===== config.mk =====
export PLATFORM = sky130hd
export DESIGN_NAME = amp_ctrl_port
export DESIGN_NICKNAME = d
export VERILOG_FILES = /design/src/rtl/ampctl_pkg.sv /design/src/rtl/ampctl_sync.sv /design/src/rtl/ampctl_i2c_rx.sv /design/src/rtl/ampctl_spi_rx.sv /design/src/rtl/ampctl_regs.sv /design/src/rtl/amp_ctrl_port.sv
export SDC_FILE = /design/constraint.sdc
export NUM_CORES = 1
export LEC_CHECK = 0
export BUFFER_PORTS_ARGS = -buffer_cell sky130_fd_sc_hd__buf_2
export CAP_MARGIN = 10
export CELL_PAD_IN_SITES_DETAIL_PLACEMENT = 0
export CELL_PAD_IN_SITES_GLOBAL_PLACEMENT = 1
export CORE_MARGIN = 2
export CORE_UTILIZATION = 43
export DETAILED_ROUTE_END_ITERATION = 10
export PLACE_DENSITY_LB_ADDON = 0.1
export SLEW_MARGIN = 0
export SYNTH_ARGS = -nofsm -noshare
export SYNTH_HDL_FRONTEND = slang
export SYNTH_SLANG_ARGS = --single-unit

===== constraint.sdc =====
create_clock -name clk -period 1.7 [get_ports clk]
set_input_delay 0.085 -clock clk [delete_from_list [all_inputs] [get_ports clk]]
set_output_delay 0.085 -clock clk [all_outputs]
set_load 0.005 [all_outputs]

===== src/rtl/ampctl_pkg.sv =====
package ampctl_pkg;
    localparam int BYTE_W = 8;
    localparam int VOL_W  = 5;

    typedef logic [BYTE_W-1:0] byte_t;

    typedef enum logic [2:0] {
        I_IDLE, I_ADDR, I_ADDR_ACK, I_DATA, I_DATA_ACK
    } i2c_st_e;

    typedef enum logic [1:0] {
        S_IDLE, S_SHIFT, S_DONE
    } spi_st_e;

    typedef enum logic [1:0] {
        CMD_MODE, CMD_VOL, CMD_NONE
    } cmd_e;

    function automatic cmd_e classify(input byte_t b);
        if (!b[7] && !b[5])          return CMD_MODE;
        else if (b[7:5] == 3'b100)   return CMD_VOL;
        else                         return CMD_NONE;
    endfunction
endpackage


===== src/rtl/ampctl_sync.sv =====
module ampctl_sync #(
    parameter int           W    = 1,
    parameter logic [W-1:0] INIT = '0
) (
    input  logic         clk,
    input  logic         rst_n,
    input  logic [W-1:0] d,
    output logic [W-1:0] q
);
    logic [W-1:0] meta;

    always_ff @(posedge clk or negedge rst_n) begin
        if (!rst_n) begin
            meta <= INIT;
            q    <= INIT;
        end else begin
            meta <= d;
            q    <= meta;
        end
    end
endmodule


===== src/rtl/ampctl_i2c_rx.sv =====
module ampctl_i2c_rx
    import ampctl_pkg::*;
#(
    parameter logic [5:0] ADDR_HI = 6'b110110
) (
    input  logic  clk,
    input  logic  rst_n,
    input  logic  scl,
    input  logic  sda,
    input  logic  adr,
    output logic  pull,
    output byte_t byte_o,
    output logic  stb
);
    localparam int CNT_W = $clog2(BYTE_W + 1);

    i2c_st_e    st, nxt;
    logic       scl_q, sda_q;
    logic [CNT_W-1:0] cnt;
    byte_t      shreg;
    byte_t      addr_exp;

    assign addr_exp = {ADDR_HI, adr, 1'b0};

    wire scl_rise = scl & ~scl_q;
    wire scl_fall = ~scl & scl_q;
    wire start_c  = scl & scl_q & sda_q & ~sda;
    wire stop_c   = scl & scl_q & ~sda_q & sda;
    wire full     = (cnt == CNT_W'(BYTE_W));

    always_comb begin
        nxt = st;
        if (start_c)      nxt = I_ADDR;
        else if (stop_c)  nxt = I_IDLE;
        else begin
            unique case (st)
                I_IDLE:     nxt = I_IDLE;
                I_ADDR:     if (scl_fall && full)
                                nxt = (shreg == addr_exp) ? I_ADDR_ACK : I_IDLE;
                I_ADDR_ACK: if (scl_fall) nxt = I_DATA;
                I_DATA:     if (scl_fall && full) nxt = I_DATA_ACK;
                I_DATA_ACK: if (scl_fall) nxt = I_DATA;
                default:    nxt = I_IDLE;
            endcase
        end
    end

    always_ff @(posedge clk or negedge rst_n) begin
        if (!rst_n) st <= I_IDLE;
        else        st <= nxt;
    end

    always_ff @(posedge clk or negedge rst_n) begin
        if (!rst_n) begin
            scl_q  <= 1'b1;
            sda_q  <= 1'b1;
            cnt    <= '0;
            shreg  <= '0;
            byte_o <= '0;
            stb    <= 1'b0;
            pull   <= 1'b0;
        end else begin
            scl_q <= scl;
            sda_q <= sda;
            stb   <= 1'b0;
            pull  <= (nxt == I_ADDR_ACK) || (nxt == I_DATA_ACK);
            if (start_c || stop_c) begin
                cnt <= '0;
            end else if (scl_rise && (st == I_ADDR || st == I_DATA) && !full) begin
                shreg <= {shreg[BYTE_W-2:0], sda};
                cnt   <= cnt + 1'b1;
            end
            if (nxt == I_DATA && st != I_DATA) cnt <= '0;
            if (st == I_DATA && nxt == I_DATA_ACK) begin
                byte_o <= shreg;
                stb    <= 1'b1;
            end
        end
    end

    AST_PULL_ONLY_IN_ACK: assert property (@(posedge clk) disable iff (!rst_n)
        pull |-> (st == I_ADDR_ACK || st == I_DATA_ACK));
    AST_DATA_STB_PULSE: assert property (@(posedge clk) disable iff (!rst_n)
        stb |=> !stb);
    AST_IDLE_SILENT: assert property (@(posedge clk) disable iff (!rst_n)
        (st == I_IDLE) |-> !pull);
endmodule


===== src/rtl/ampctl_spi_rx.sv =====
module ampctl_spi_rx
    import ampctl_pkg::*;
(
    input  logic  clk,
    input  logic  rst_n,
    input  logic  en_n,
    input  logic  sck,
    input  logic  dat,
    output byte_t byte_o,
    output logic  stb
);
    localparam int CNT_W = $clog2(BYTE_W);

    spi_st_e          st, nxt;
    logic             sck_q;
    logic [CNT_W-1:0] cnt;
    byte_t            shreg;

    wire sck_rise = sck & ~sck_q;
    wire last_bit = (cnt == CNT_W'(BYTE_W - 1));

    always_comb begin
        nxt = st;
        unique case (st)
            S_IDLE:  if (!en_n) nxt = S_SHIFT;
            S_SHIFT: if (en_n) nxt = S_IDLE;
                     else if (sck_rise && last_bit) nxt = S_DONE;
            S_DONE:  if (en_n) nxt = S_IDLE;
            default: nxt = S_IDLE;
        endcase
    end

    always_ff @(posedge clk or negedge rst_n) begin
        if (!rst_n) st <= S_IDLE;
        else        st <= nxt;
    end

    always_ff @(posedge clk or negedge rst_n) begin
        if (!rst_n) begin
            sck_q  <= 1'b0;
            cnt    <= '0;
            shreg  <= '0;
            byte_o <= '0;
            stb    <= 1'b0;
        end else begin
            sck_q <= sck;
            stb   <= 1'b0;
            if (st == S_IDLE) cnt <= '0;
            if (st == S_SHIFT && !en_n && sck_rise) begin
                shreg <= {shreg[BYTE_W-2:0], dat};
                cnt   <= cnt + 1'b1;
                if (last_bit) begin
                    byte_o <= {shreg[BYTE_W-2:0], dat};
                    stb    <= 1'b1;
                end
            end
        end
    end

    AST_SPI_STB_IN_DONE: assert property (@(posedge clk) disable iff (!rst_n)
        stb |-> (st == S_DONE));
    AST_SPI_ABORT_QUIET: assert property (@(posedge clk) disable iff (!rst_n)
        (st == S_SHIFT && en_n) |=> !stb);
    AST_SPI_DONE_NO_STB: assert property (@(posedge clk) disable iff (!rst_n)
        (st == S_DONE && $past(st) == S_DONE) |-> !stb);
endmodule


===== src/rtl/ampctl_regs.sv =====
module ampctl_regs
    import ampctl_pkg::*;
(
    input  logic             clk,
    input  logic             rst_n,
    input  byte_t            byte_i,
    input  logic             stb_i,
    output logic             mute_o,
    output logic             shdn_o,
    output logic [VOL_W-1:0] vol_o
);
    cmd_e cls;
    assign cls = classify(byte_i);

    always_ff @(posedge clk or negedge rst_n) begin
        if (!rst_n) begin
            mute_o <= 1'b0;
            shdn_o <= 1'b0;
            vol_o  <= '0;
        end else if (stb_i) begin
            unique case (cls)
                CMD_MODE: begin
                    mute_o <= byte_i[1];
                    shdn_o <= byte_i[0];
                end
                CMD_VOL:  vol_o <= byte_i[VOL_W-1:0];
                CMD_NONE: ;
                default:  ;
            endcase
        end
    end

    AST_VOL_KEEPS_MODE: assert property (@(posedge clk) disable iff (!rst_n)
        (stb_i && cls == CMD_VOL) |=> $stable({mute_o, shdn_o}));
    AST_MODE_KEEPS_VOL: assert property (@(posedge clk) disable iff (!rst_n)
        (stb_i && cls == CMD_MODE) |=> $stable(vol_o));
    AST_NONE_NO_EFFECT: assert property (@(posedge clk) disable iff (!rst_n)
        (stb_i && cls == CMD_NONE) |=> $stable({mute_o, shdn_o, vol_o}));
endmodule


===== src/rtl/amp_ctrl_port.sv =====
module amp_ctrl_port
    import ampctl_pkg::*;
(
    input  logic             clk,
    input  logic             rst_n,
    input  logic             mode_spi,
    input  logic             addr_strap,
    input  logic             scl_i,
    input  logic             sda_i,
    output logic             sda_pull_o,
    input  logic             spi_en_n_i,
    input  logic             spi_clk_i,
    input  logic             spi_dat_i,
    output logic             mute_bit_o,
    output logic             shdn_bit_o,
    output logic [VOL_W-1:0] vol_code_o
);
    logic [1:0] tw_s;
    logic [2:0] sp_s;
    byte_t      tw_byte, sp_byte, cmd_byte;
    logic       tw_stb, sp_stb, cmd_stb, tw_pull;

    ampctl_sync #(.W(2), .INIT(2'b11)) u_sync_tw (
        .clk(clk), .rst_n(rst_n), .d({scl_i, sda_i}), .q(tw_s));

    ampctl_sync #(.W(3), .INIT(3'b100)) u_sync_sp (
        .clk(clk), .rst_n(rst_n), .d({spi_en_n_i, spi_clk_i, spi_dat_i}), .q(sp_s));

    ampctl_i2c_rx u_tw (
        .clk(clk), .rst_n(rst_n), .scl(tw_s[1]), .sda(tw_s[0]), .adr(addr_strap),
        .pull(tw_pull), .byte_o(tw_byte), .stb(tw_stb));

    ampctl_spi_rx u_sp (
        .clk(clk), .rst_n(rst_n), .en_n(sp_s[2]), .sck(sp_s[1]), .dat(sp_s[0]),
        .byte_o(sp_byte), .stb(sp_stb));

    assign cmd_byte   = mode_spi ? sp_byte : tw_byte;
    assign cmd_stb    = mode_spi ? sp_stb  : tw_stb;
    assign sda_pull_o = tw_pull & ~mode_spi;

    ampctl_regs u_regs (
        .clk(clk), .rst_n(rst_n), .byte_i(cmd_byte), .stb_i(cmd_stb),
        .mute_o(mute_bit_o), .shdn_o(shdn_bit_o), .vol_o(vol_code_o));

    AST_SPI_MODE_NO_PULL: assert property (@(posedge clk) disable iff (!rst_n)
        mode_spi |-> !sda_pull_o);
endmodule


* Word-level counts from Yosys, hierarchy flattened
Index checks and enable logic that the tools add are counted.
Storage, ports and cells: register bits 66, input port bits 9, output and inout port bits 8, logic and storage cells 107
Cells by class: add/sub/neg operators 2, equality and inequality tests 18, muxes and demuxes 24, bitwise operators 16, reduce and logical (&&, ||, !) cells 26
Operators with widths (count):
- $mux W3 | 7
- $mux W2 | 7
- $eq A3 B2 Y1 const B | 4
- $eq A3 B3 Y1 const B | 4
- $mux W4 | 3
- $and A1 B1 Y1 | 9
- $logic_and A1 B1 Y1 | 9
- $pmux W3 S3 | 1
- $eq A8 B8 Y1 | 1
- $mux W8 | 1
- $reduce_and A2 Y1 | 4
- $not A1 Y1 | 7
- $ne A3 B2 Y1 const B | 2
- $pmux W2 S3 | 1
- $add A4 B1 Y4 const B | 1
- $eq A2 B1 Y1 const B | 2
- $eq A4 B4 Y1 const B | 1
- $logic_not A1 Y1 | 4
- $logic_not A2 Y1 | 2
- $mux W1 | 4
- $ne A2 B2 Y1 const B | 2
- $add A3 B1 Y3 const B | 1
- $eq A3 B1 Y1 const B | 1
- $logic_or A1 B1 Y1 | 3
- 5 further kinds | 5

* Depth between registers and ports, before layout
Gate-level depths: netlist of the first run.
depth after elaboration 10, depth in mapped cells 8

* By module
From an unflattened synthesis of the first run, not the netlist that was laid out.
Unflattened totals: cells, all modules 203, area total of the unflattened synthesis 2782.7 um2
By module, submodules not included:
- ampctl_i2c_rx | times used 1, cells an instance 111, area an instance 1228.7 um2, seq. area each 678.2 um2
- ampctl_spi_rx | times used 1, cells an instance 55, area an instance 863.3 um2, seq. area each 550.5 um2
- ampctl_regs | times used 1, cells an instance 16, area an instance 277.8 um2, seq. area each 175.2 um2
- amp_ctrl_port | times used 1, cells an instance 11, area an instance 155.1 um2, seq. area each 0.0 um2
- ampctl_sync (u_sync_sp) | times used 1, cells an instance 6, area an instance 152.6 um2, seq. area each 152.6 um2
- ampctl_sync (u_sync_tw) | times used 1, cells an instance 4, area an instance 105.1 um2, seq. area each 105.1 um2

* Worst setup path before layout of the first run
Ideal clock, no wire load.
kind register -> register, start point register u_tw.cnt[0], end point register u_tw.cnt[1], setup time 132 ps, arrival time 1650 ps, required time 1568 ps, path slack -82 ps, stages on the path, launching flop included 9, buffers on the path 1, period minus slack after synthesis 1782 ps, cells stage by stage dfrtp_1 -> inv_1 -> ha_1 -> and3b_2 -> nor4b_2 -> buf_4 -> nor2_1 -> a22oi_1 -> nor2_1
On the way: word-level cells in the longest chain between the ends 9, elaborated cells on any way between the ends 16
RTL lines:
- from (decl) | RTL line ampctl_i2c_rx.sv:19 | logic [CNT_W-1:0] cnt;
- from (signal assigned) | RTL line ampctl_i2c_rx.sv:71 | cnt <= cnt + 1'b1;
- $eq A4 B4 Y1 | RTL line ampctl_i2c_rx.sv:29 | wire full = (cnt == CNT_W'(BYTE_W));
- $logic_and A1 B1 Y1 | RTL line ampctl_i2c_rx.sv:38, ampctl_i2c_rx.sv:41
- $mux W3 (on tied branches) | RTL line ampctl_i2c_rx.sv:41, ampctl_i2c_rx.sv:38
- $pmux W3 S3 | RTL line ampctl_i2c_rx.sv:36 | unique case (st)
- $mux W3 | RTL line ampctl_i2c_rx.sv:34 | else if (stop_c) nxt = I_IDLE;
- $mux W3 | RTL line ampctl_i2c_rx.sv:33 | if (start_c) nxt = I_ADDR;
- $eq A3 B2 Y1 | RTL line ampctl_i2c_rx.sv:73 | if (nxt == I_DATA && st != I_DATA) cnt <= '0;
- $logic_and A1 B1 Y1 | RTL line ampctl_i2c_rx.sv:73
- $reduce_bool A3 Y1 (no source line) or $mux W4 (tied branches)
Several ways; a longest one is shown, not always the timed one. The select of a mux whose other input is x is not followed. A chain may end at the register's enable or synchronous reset.

* Final worst setup path of the first run
start point register u_tw.cnt[0], end point register u_tw.cnt[0]
Same word-level chain as after synthesis.

==> results of run 1 <==
==> cell usage in the layout, fill, tap and decap left out, types with 2 or more instances in the layout <==
| cell type | netlist | routed |
|---|---|---|
| dlygate4sd3_1 | 0 | 6 |
| clkbuf_1 | 1 | 2 |
| clkbuf_8 | 0 | 9 |
| o211ai_1 | 4 | 4 |
| a21oi_1 | 3 | 3 |
| buf_2 | 2 | 16 |
| ha_1 | 4 | 3 |
| inv_1 | 9 | 9 |
| nand3_1 | 2 | 2 |
| buf_12 | 0 | 2 |
| bufinv_16 | 0 | 2 |
| nand2_1 | 61 | 61 |
| dfrtp_1 | 58 | 58 |
| mux2i_1 | 4 | 4 |
| buf_4 | 1 | 10 |
| nand2b_1 | 4 | 4 |
| nor2_1 | 7 | 7 |
| dfstp_2 | 8 | 8 |
| nor3_1 | 3 | 3 |
| o21ai_0 | 7 | 7 |
| clkinv_2 | 0 | 2 |
| xor2_1 | 2 | 2 |
| xnor2_1 | 3 | 3 |
| mux2_2 | 22 | 22 |
==> logic make-up after synthesis <==
| kind of cell | count (synthesis) | synth area share |
|---|---|---|
| AND/OR/NAND/NOR | 90 | 0.1582 |
| multiplexers | 26 | 0.1067 |
| XOR/XNOR | 5 | 0.01624 |
| AO/OA/AOI/OAI | 23 | 0.05801 |
| flip-flops | 66 | 0.6162 |
| adder cells (fa/ha/maj) | 4 | 0.01856 |
| buffers and inverters | 15 | 0.02598 |
==> sequential cells by signal, summed over array words and instances (netlist names), 2 cells and up <==
signal          cells
u_regs.vol_o        5
u_sync_tw.meta      2
u_tw.cnt            4
u_sync_sp.meta      3
u_sync_tw.q         2
u_sp.byte_o         8
u_tw.st             3
u_tw.byte_o         8
u_sp.shreg          7
u_sync_sp.q         3
u_sp.st             2
u_tw.shreg          8
u_sp.cnt            3
==> through the flow <==
stage               hold WS [ns]  std cells  power, mW    util
CTS                       0.2082        350      3.325  0.5397
floorplan                -0.2106        229      1.813       -
global route              0.2348        350      3.427  0.5403
finish                    0.2208        350      3.265  0.5403
detailed placement       0.06807        327      1.902  0.4933
global placement         0.06284        327      1.900  0.4933
==> final timing paths <==
kind / startpoint / endpoint / cells past startpoint
max in group asynchronous: rst_n / u_sync_tw.meta[0] / 3
hold / removal: mode_spi / u_regs.vol_o[3] / 3
setup / recovery: u_tw.cnt[0] / u_tw.cnt[0] / 7
min in group asynchronous: rst_n / u_tw.shreg[6] / 2
hold reg to reg: u_sync_sp.meta[1] / u_sync_sp.q[1] / 0
setup reg to reg: u_tw.cnt[0] / u_tw.cnt[0] / 7
==> report_power, final <==
part	leakage [nW]	internal [mW]	total, mW	switching [mW]
clock	0.107	0.825	1.39	0.563
sequential	0.872	1.65	1.71	0.0515
combinational	0.648	0.0896	0.172	0.0820
total	1.63	2.57	3.26	0.697
==> cell type report <==
type / count / area share
Sequential cell: 66 / 0.5133
Clock buffer: 11 / 0.04059
Tap cell: 75 / 0.02899
Multi-Input combinational cell: 148 / 0.2988
Timing Repair Buffer: 35 / 0.08233
Clock inverter: 5 / 0.02435
Inverter: 10 / 0.01160
==> layer usage <==
metal	wire, µm	vias to the layer above
met5	0	-
met4	38	0
met3	151	5
met2	2087	25
met1	2383	819
li1	-	856
==> Yosys cell counts (4+ instances only) <==
master	number
mux2i_1	4
o21ai_0	7
dfrtp_1	58
o211ai_1	4
nand2b_1	4
nand2_1	61
mux2_2	22
nor2_1	7
ha_1	4
inv_1	9
dfstp_2	8
==> worst register-to-register path, stage by stage (launching register included) <==
cell     delay, ns
dfrtp_1       0.34
inv_1         0.05
ha_2          0.17
and3b_2       0.22
or4b_4        0.62
nor2_4        0.11
a21oi_2       0.04
nor2_2        0.07
==> what timing repair did <==
action	4_1_cts	5_1_grt
gates resized for setup	0	1
buffers inserted	1	0
hold endpoints to repair	18	0
hold buffers	6	0
pin swaps	0	1
setup endpoints to repair	1	7
==> reports/metrics.yaml, run 1 <==
die:
  io_pins: 17
  num_rows: 28
  die_h_um: 83.19
  start_util: 0.4501
  die_w_um: 83.19
  dieArea_um2: 6920
  coreArea_um2: 5991
drt:
  dr.pass1.iters: 4
  vias_per_cell: 4.871
  drt-initial-drc-count: 108
  drc_errors: 0
  ant_nets: 0
  wirelength_um: 4660
  vias: 1705
  wl_per_cell_um: 13.31
pwr:
  p_per_area_nw_per_um2: 1009
  leakagePower_nw: 1.627
  ir_worst_vdd_mv: 0.5218
setup_path:
  crit_arrival_ns: 1.94
  crit_type: "reg -> reg"
  slowest_stage: "or4b_4"
  rrSetupSlack_ns: 0.02
  cp.required_ns: 1.96
  setup.worst_path.start_class: "flop"
  path_buf_inv: 1
  worstSetupEndpointType: "flop"
  cp_max_fo: 9
  critPathMaxStageDelay_ns: 0.62
  crit_family: "simple AND/OR/NAND/NOR gates"
  worstPathCellList: "inv_1 > ha_2 > and3b_2 > or4b_4 > nor2_4 > a21oi_2 > nor2_2"
layout:
  seq_area_um2: 1662
  fillerInstances: 546
  nets: 283
  final_cell_area_um2: 3237
  synthToLayoutAreaGrowth_pct: 20.05
  antennaDiodeCount: 0
  layout-drive-gt1-share: 0.3018
  multi_input_area_um2: 967.2
sta:
  maxSlewHeadroom: 0.6874
  max_freq_mhz: 595.5
  finalCritPeriodShare: 0.9878
  slew_violations: 0
  fin_setup_tns_ns: 0
  rsz0062_at_grt: "true"
  worst_slack_ns: 0.02066
  worst_pin_slew_ns: 0.4688
  hold_viol: 0
  finalClockSkew_ns: 0.009694
  min_period_ns: 1.679
  setup_violations: 0
global_routing:
  grt_start_max_net_pins: 28
  grtUsageTotal: 0.1514
  grt_use_met1: 0.2127
  antenna_found_initial: 0
  first_global_vias: 1698
  overflow: 0
  grt.busiest_layer: "met2"
  use_met3: 0.04771
  gr-usage-met2: 0.2221
  grt_pass1_wl_um: 8197
status:
  run_status: "complete, no violations"
logic_synthesis:
  synth_top_cell_by_area: "dfrtp_1"
  yosysTopAreaCellShare: 0.5383
  synth.distinct_cells: 43
  synth_async_sr_flop_share: 1.000
  synth_area_leaders: "dfrtp_1, mux2_2, nand2_1"
  syn-cell-area_um2: 2696
  synth_edf_count: 0
  yosys_most_used_dff: "dfrtp_1"
  syn_inst: 229
  postSynthAreaPerCell_um2: 11.77
  ys_seq_elements: 66
  ys_warn_count: 0
  syn-num-nets: 242
  seq_area_frac_synth: 0.6162
cts:
  clkSlewWorstSetupHoldPaths_ns: 0.07
  clockBufferDepth: 2
  cts-buffers-inserted: 9
  cts_htree_levels: 3
  clkSinkCount: 66
  cts_root_buf: "clkbuf_8"
  clock_latency_ns: 0.33
  tritoncts: "yes"
placement:
  port_buffers: 16
  dp_hpwl_um: 3381
  gp_congestion: 0.7779
  place_ws_ns: -0.004426
  placed_area_um2: 2955
flow_run:
  drv_cap: 0
hold_path:
  min_path_type: "in -> reg"
Power figures use the tool's default switching activity.
==> run 2, diff against run 1 <==
- CORE_UTILIZATION: 43 -> 48
- clock period: 1.7 -> 1.6 ns (I/O delays scaled with it)
==> reports/metrics.yaml, run 2 (same netlist as run 1, synthesis figures left out) <==
status:
  run_status: "complete, but fails checks"  # was complete, no violations
  violations: "setup timing"
die:
  die_w_um: 78.95  # was 83.19 µm
  start_util: 0.4927  # was 0.4501
  dieArea_um2: 6233  # was 6920 µm²
  num_rows: 27  # was 28
  io_pins: 17  # unchanged
  die_h_um: 78.95  # was 83.19 µm
  coreArea_um2: 5473  # was 5991 µm²
cts:
  clock_latency_ns: 0.34  # was 0.33 ns
  tritoncts: "yes"  # unchanged
  clockBufferDepth: 2  # unchanged
  cts_htree_levels: 3  # unchanged
  cts-buffers-inserted: 9  # unchanged
  clkSinkCount: 66  # unchanged
  clkSlewWorstSetupHoldPaths_ns: 0.08  # was 0.07 ns
  cts_root_buf: "clkbuf_8"  # unchanged
global_routing:
  grtUsageTotal: 0.1721  # was 0.1514
  grt_pass1_wl_um: 8031  # was 8197 µm
  overflow: 0  # unchanged
  grt_start_max_net_pins: 52  # was 28
  antenna_found_initial: 0  # unchanged
  first_global_vias: 1761  # was 1,698
layout:
  final_cell_mix: "dfrtp_1, nand2_1, mux2_2, buf_2"  # was nand2_1, dfrtp_1, mux2_2, buf_2, buf_4
  nets: 284  # was 283
  final_common_cell: "dfrtp_1"  # was nand2_1
  top_regs: "u_sp.byte_o: 8 flops, u_tw.byte_o: 8 flops, u_tw.shreg: 8 flops"  # unchanged
  final_cell_area_um2: 3281  # was 3237 µm²
  fillerInstances: 464  # was 546
  layout-drive-gt1-share: 0.3478  # was 0.3018
  antennaDiodeCount: 0  # unchanged
  synthToLayoutAreaGrowth_pct: 21.67  # was 20.05%
sta:
  worst_slack_ns: -0.09802  # was 0.02066 ns
  slew_violations: 0  # unchanged
  hold_viol: 0  # unchanged
  maxSlewHeadroom: 0.6891  # was 0.6874
  fin_hold_ws_ns: 0.1811  # was 0.2208 ns
  max_freq_mhz: 588.9  # was 595.5 MHz
  finalCritPeriodShare: 1.061  # was 0.9878
  min_period_ns: 1.698  # was 1.679 ns
  worst_pin_slew_ns: 0.4652  # was 0.4688 ns
  setup_violations: 12  # was 0
  finalClockSkew_ns: 0.007873  # was 0.009694 ns
  rsz0062_at_grt: "true"  # unchanged
  fin_setup_tns_ns: -0.7138  # was 0 ns
flow_run:
  drv_cap: 0  # unchanged
placement:
  placed_area_um2: 2969  # was 2955 µm²
  dp_hpwl_um: 3166  # was 3381 µm
  port_buffers: 16  # unchanged
  gp_congestion: 0.7841  # was 0.7779
setup_path:
  setup.worst_path.start_class: "flop"  # unchanged
  crit_path_end: "u_tw.cnt[0]"  # unchanged
  r2r-end: "u_tw.cnt[0]"  # unchanged
  worstReg2RegStart: "u_tw.cnt[0]"  # unchanged
  worst_r2r_path_depth: 7  # unchanged
  cp_max_fo: 9  # unchanged
  worstSetupEndpointType: "flop"  # unchanged
  crit_start: "u_tw.cnt[0]"  # unchanged
  rrSetupSlack_ns: -0.1  # was 0.02 ns
  crit_arrival_ns: 1.97  # was 1.94 ns
  crit_type: "reg -> reg"  # unchanged
  cp.required_ns: 1.87  # was 1.96 ns
drt:
  dr.pass1.iters: 4  # unchanged
  wirelength_um: 4690  # was 4660 µm
  vias_per_cell: 5.017  # was 4.871
  wl_per_cell_um: 13.48  # was 13.31 µm
  vias: 1746  # was 1,705
  ant_nets: 0  # unchanged
  drc_errors: 0  # unchanged
  drt-initial-drc-count: 104  # was 108
pwr:
  p_per_area_nw_per_um2: 1076  # was 1009 nW/µm²
  leakagePower_nw: 1.642  # was 1.627 nW
  ir_worst_vdd_mv: 0.5857  # was 0.5218 mV
hold_path:
  min_path_type: "in -> async"  # was in -> reg
## run 2: worst max-delay path: stages, from the launching register on
cell and delay, ns:
dfrtp_1 0.35, inv_1 0.05, ha_2 0.17, and3b_2 0.22, or4b_4 0.62, nor2_4 0.11
a21oi_2 0.04, nor2_2 0.07
## run 2: cell type report
| class | instances | area (µm²) | area share |
|---|---|---|---|
| Sequential cell | 66 | 1662 | 0.5065 |
| Multi-Input combinational cell | 148 | 992.2 | 0.3024 |
| Timing Repair Buffer | 36 | 277.8 | 0.08467 |
| Clock buffer | 10 | 127.6 | 0.03890 |
| Clock inverter | 6 | 91.34 | 0.02784 |
| Tap cell | 72 | 90.09 | 0.02746 |
| Inverter | 10 | 40.04 | 0.01220 |
## run 2: layer usage
layer  track usage  vias up  part of all wire
li1              -      857                 -
met1        0.2159      856              0.47
met2        0.2795       25              0.48
met3       0.03409        8             0.025
met4       0.09828        0             0.019
met5             0        -                 0
## run 2: power breakdown
part	internal, mW	switching, mW
Sequential	1.76	0.0581
Clock	0.883	0.651
Combinational	0.0921	0.0881
## run 2: what timing repair did
action / CTS / global route
setup endpoints to repair: 12 / 22
pin swaps: 4 / 17
gates cloned: 0 / 0
buffers inserted: 0 / 0
gates resized for setup: 0 / 13
hold buffers: 6 / 0
hold endpoints to repair: 20 / 0
## run 2: worst min path at each step
stage / from / end / slack, ns / cells after the start
final: rst_n / u_tw.byte_o[3] / 0.18 / 2
after global routing: rst_n / u_tw.byte_o[3] / 0.21 / 2
after CTS: rst_n / u_tw.byte_o[3] / 0.18 / 2
after detailed placement: rst_n / u_tw.byte_o[3] / 0.02 / 1
after global placement: rst_n / u_tw.byte_o[3] / 0.02 / 1
after floorplan: rst_n / u_regs.mute_o / -0.22 / 0
## run 2: through the flow
stage          utilization  setup slack, ns  std cells  total power, mW
2_1_floorplan            -          -0.1695        229            1.926
3_5_place_dp        0.5425         -0.07154        326            2.019
4_1_cts             0.5935          -0.1101        348            3.568
6_report            0.5995         -0.09802        348            3.529
3_3_place_gp        0.5425         -0.03717        326            2.016
5_1_grt             0.5995          -0.2318        348            3.659
==> run 3, diff against run 2 <==
- CORE_UTILIZATION: 48 -> 40
- CTS_CLUSTER_SIZE: unset -> 24
==> reports/metrics.yaml, run 3 (same netlist as run 1, synthesis figures left out) <==
sta:
  setup_violations: 22  # was 12
  slew_violations: 0  # unchanged
  maxSlewHeadroom: 0.7190  # was 0.6891
  worst_slack_ns: -0.09201  # was -0.09802 ns
  finalClockSkew_ns: 0.007932  # was 0.007873 ns
  worst_pin_slew_ns: 0.4202  # was 0.4652 ns
  min_period_ns: 1.692  # was 1.698 ns
  hold_viol: 0  # unchanged
  max_freq_mhz: 591.0  # was 588.9 MHz
  rsz0062_at_grt: "true"  # unchanged
  finalCritPeriodShare: 1.058  # was 1.061
layout:
  nets: 285  # was 284
  synthToLayoutAreaGrowth_pct: 22.46  # was 21.67%
  seq_area_um2: 1662  # unchanged
  fillerInstances: 577  # was 464
  layout-drive-gt1-share: 0.3285  # was 0.3478
  multi_input_area_um2: 992.2  # unchanged
  final_cell_mix: "nand2_1, dfrtp_1, mux2_2, buf_2, buf_4"  # was dfrtp_1, nand2_1, mux2_2, buf_2
  final_cell_area_um2: 3302  # was 3281 µm²
  instances_no_fill: 354  # was 348
  top_regs: "u_sp.byte_o: 8 flops, u_tw.byte_o: 8 flops, u_tw.shreg: 8 flops"  # unchanged
  antennaDiodeCount: 0  # unchanged
die:
  num_rows: 29  # was 27
  die_w_um: 86.10  # was 78.95 µm
  dieArea_um2: 7413  # was 6233 µm²
  start_util: 0.4198  # was 0.4927
  coreArea_um2: 6422  # was 5473 µm²
  io_pins: 17  # unchanged
  die_h_um: 86.10  # was 78.95 µm
global_routing:
  grt_start_max_net_pins: 67  # was 52
  grt_pass1_wl_um: 8031  # unchanged
  grtUsageTotal: 0.1434  # was 0.1721
  antenna_found_initial: 0  # unchanged
  first_global_vias: 1675  # was 1,761
  overflow: 0  # unchanged
setup_path:
  worstPathCellList: "inv_1 > ha_2 > and3b_2 > buf_4 > a311oi_1 > a31o_2 > o211ai_1 > o21bai_1"  # was inv_1 > ha_2 > and3b_2 > or4b_4 > nor2_4 > a21oi_2 > nor2_2
  worstSetupEndpointType: "flop"  # unchanged
  rrSetupSlack_ns: -0.09  # was -0.1 ns
  cp_max_fo: 3  # was 9
  crit_start: "u_tw.cnt[0]"  # unchanged
  crit_type: "reg -> reg"  # unchanged
  cp.required_ns: 1.86  # was 1.87 ns
  worstReg2RegStart: "u_tw.cnt[0]"  # unchanged
  critPathMaxStageDelay_ns: 0.35  # was 0.62 ns
  setup.worst_path.start_class: "flop"  # unchanged
  slowest_stage: "dfrtp_1"  # was or4b_4
  crit_arrival_ns: 1.96  # was 1.97 ns
cts:
  cts_htree_levels: 3  # unchanged
  tritoncts: "yes"  # unchanged
  clkSlewWorstSetupHoldPaths_ns: 0.07  # was 0.08 ns
  clock_latency_ns: 0.34  # about the same
  clkSinkCount: 66  # unchanged
  clockBufferDepth: 2  # unchanged
  cts_root_buf: "clkbuf_8"  # unchanged
  cts-buffers-inserted: 9  # unchanged
pwr:
  p_per_area_nw_per_um2: 1085  # was 1076 nW/µm²
  leakagePower_nw: 1.664  # was 1.642 nW
  ir_worst_vdd_mv: 0.7244  # was 0.5857 mV
  p_total_mw: 3.582  # was 3.529 mW
drt:
  vias: 1705  # was 1,746
  wirelength_um: 4712  # was 4690 µm
  wl_per_cell_um: 13.31  # was 13.48 µm
  dr.pass1.iters: 4  # unchanged
  ant_nets: 0  # unchanged
  drt-initial-drc-count: 79  # was 104
  drc_errors: 0  # unchanged
  vias_per_cell: 4.816  # was 5.017
placement:
  port_buffers: 16  # unchanged
  placed_cells: 330  # was 326
  gp_congestion: 0.7397  # was 0.7841
  dp_hpwl_um: 3116  # was 3166 µm
  placed_area_um2: 2968  # was 2969 µm²
hold_path:
  min_path_type: "in -> reg"  # was in -> async
  min_from: "mode_spi"
status:
  violations: "setup timing"  # unchanged
  run_status: "complete, but fails checks"  # unchanged
flow_run:
  drv_cap: 0  # unchanged
[run 3: changes by cell type in the layout (fill, tap and decap cells not counted), moves of 2 or more]
cell,delta
clkinv_4,-3
clkinvlp_4,+2
nand2_1,+7
nand2_2,-8
[run 3: what timing repair did]
action	in CTS	in global routing
pin swaps	4	4
buffers inserted	1	1
endpoints found under the hold margin	63	0
hold buffers	6	0
endpoints found under the setup margin	20	28
gates resized for setup	2	6
[run 3: layout make-up]
class                           count  area share
Sequential cell                    66      0.5032
Multi-Input combinational cell    148      0.3005
Timing Repair Buffer               37     0.08640
Clock buffer                       10     0.04168
Tap cell                           77     0.02918
Clock inverter                      6     0.02690
Inverter                           10     0.01213
[run 3: per-stage QoR]
step	utilization	setup WS (ns)	setup TNS (ns)	hold slack [ns]
after global placement	0.4621	-0.04540	-0.1328	0.1278
after floorplan	-	-0.1695	-1.543	-0.2156
final	0.5141	-0.09201	-0.9960	0.2052
after CTS	0.5098	-0.09034	-0.9330	0.2027
after detailed placement	0.4621	-0.1071	-0.5176	0.1296
after global routing	0.5141	-0.1971	-3.126	0.2461
[run 3: routing by layer]
metal	track usage	routed length [µm]	part of all wire	up-vias
li1	-	-	-	858
met1	0.2088	2478	0.53	815
met2	0.1952	1967	0.42	22
met3	0.03561	167	0.035	10
met4	0.07792	97	0.021	0
met5	0	0	0	-
[run 3: worst max-delay path: cells and delay by family (launching register included)]
family                     cells  cell delay, ns
AOI/OAI and AO/OA              4            0.70
adders and majority gates      1            0.16
buffers and inverters          2            0.19
DFF                            1            0.35
and+or+nand+nor                1            0.22
[run 3: final timing paths]
path,end,cells past startpoint
hold reg to reg,u_sync_sp.q[1],0
hold / removal,u_regs.vol_o[4],3
setup / recovery,u_tw.pull,8
max in group asynchronous,u_tw.sda_q,3
setup reg to reg,u_tw.pull,8
min in group asynchronous,u_tw.st[0],3
[run 3: where the power goes]
group	internal [mW]	leakage, nW	switching (mW)
sequential	1.76	0.872	0.0583
combinational	0.0910	0.683	0.0870
clock	0.922	0.109	0.667
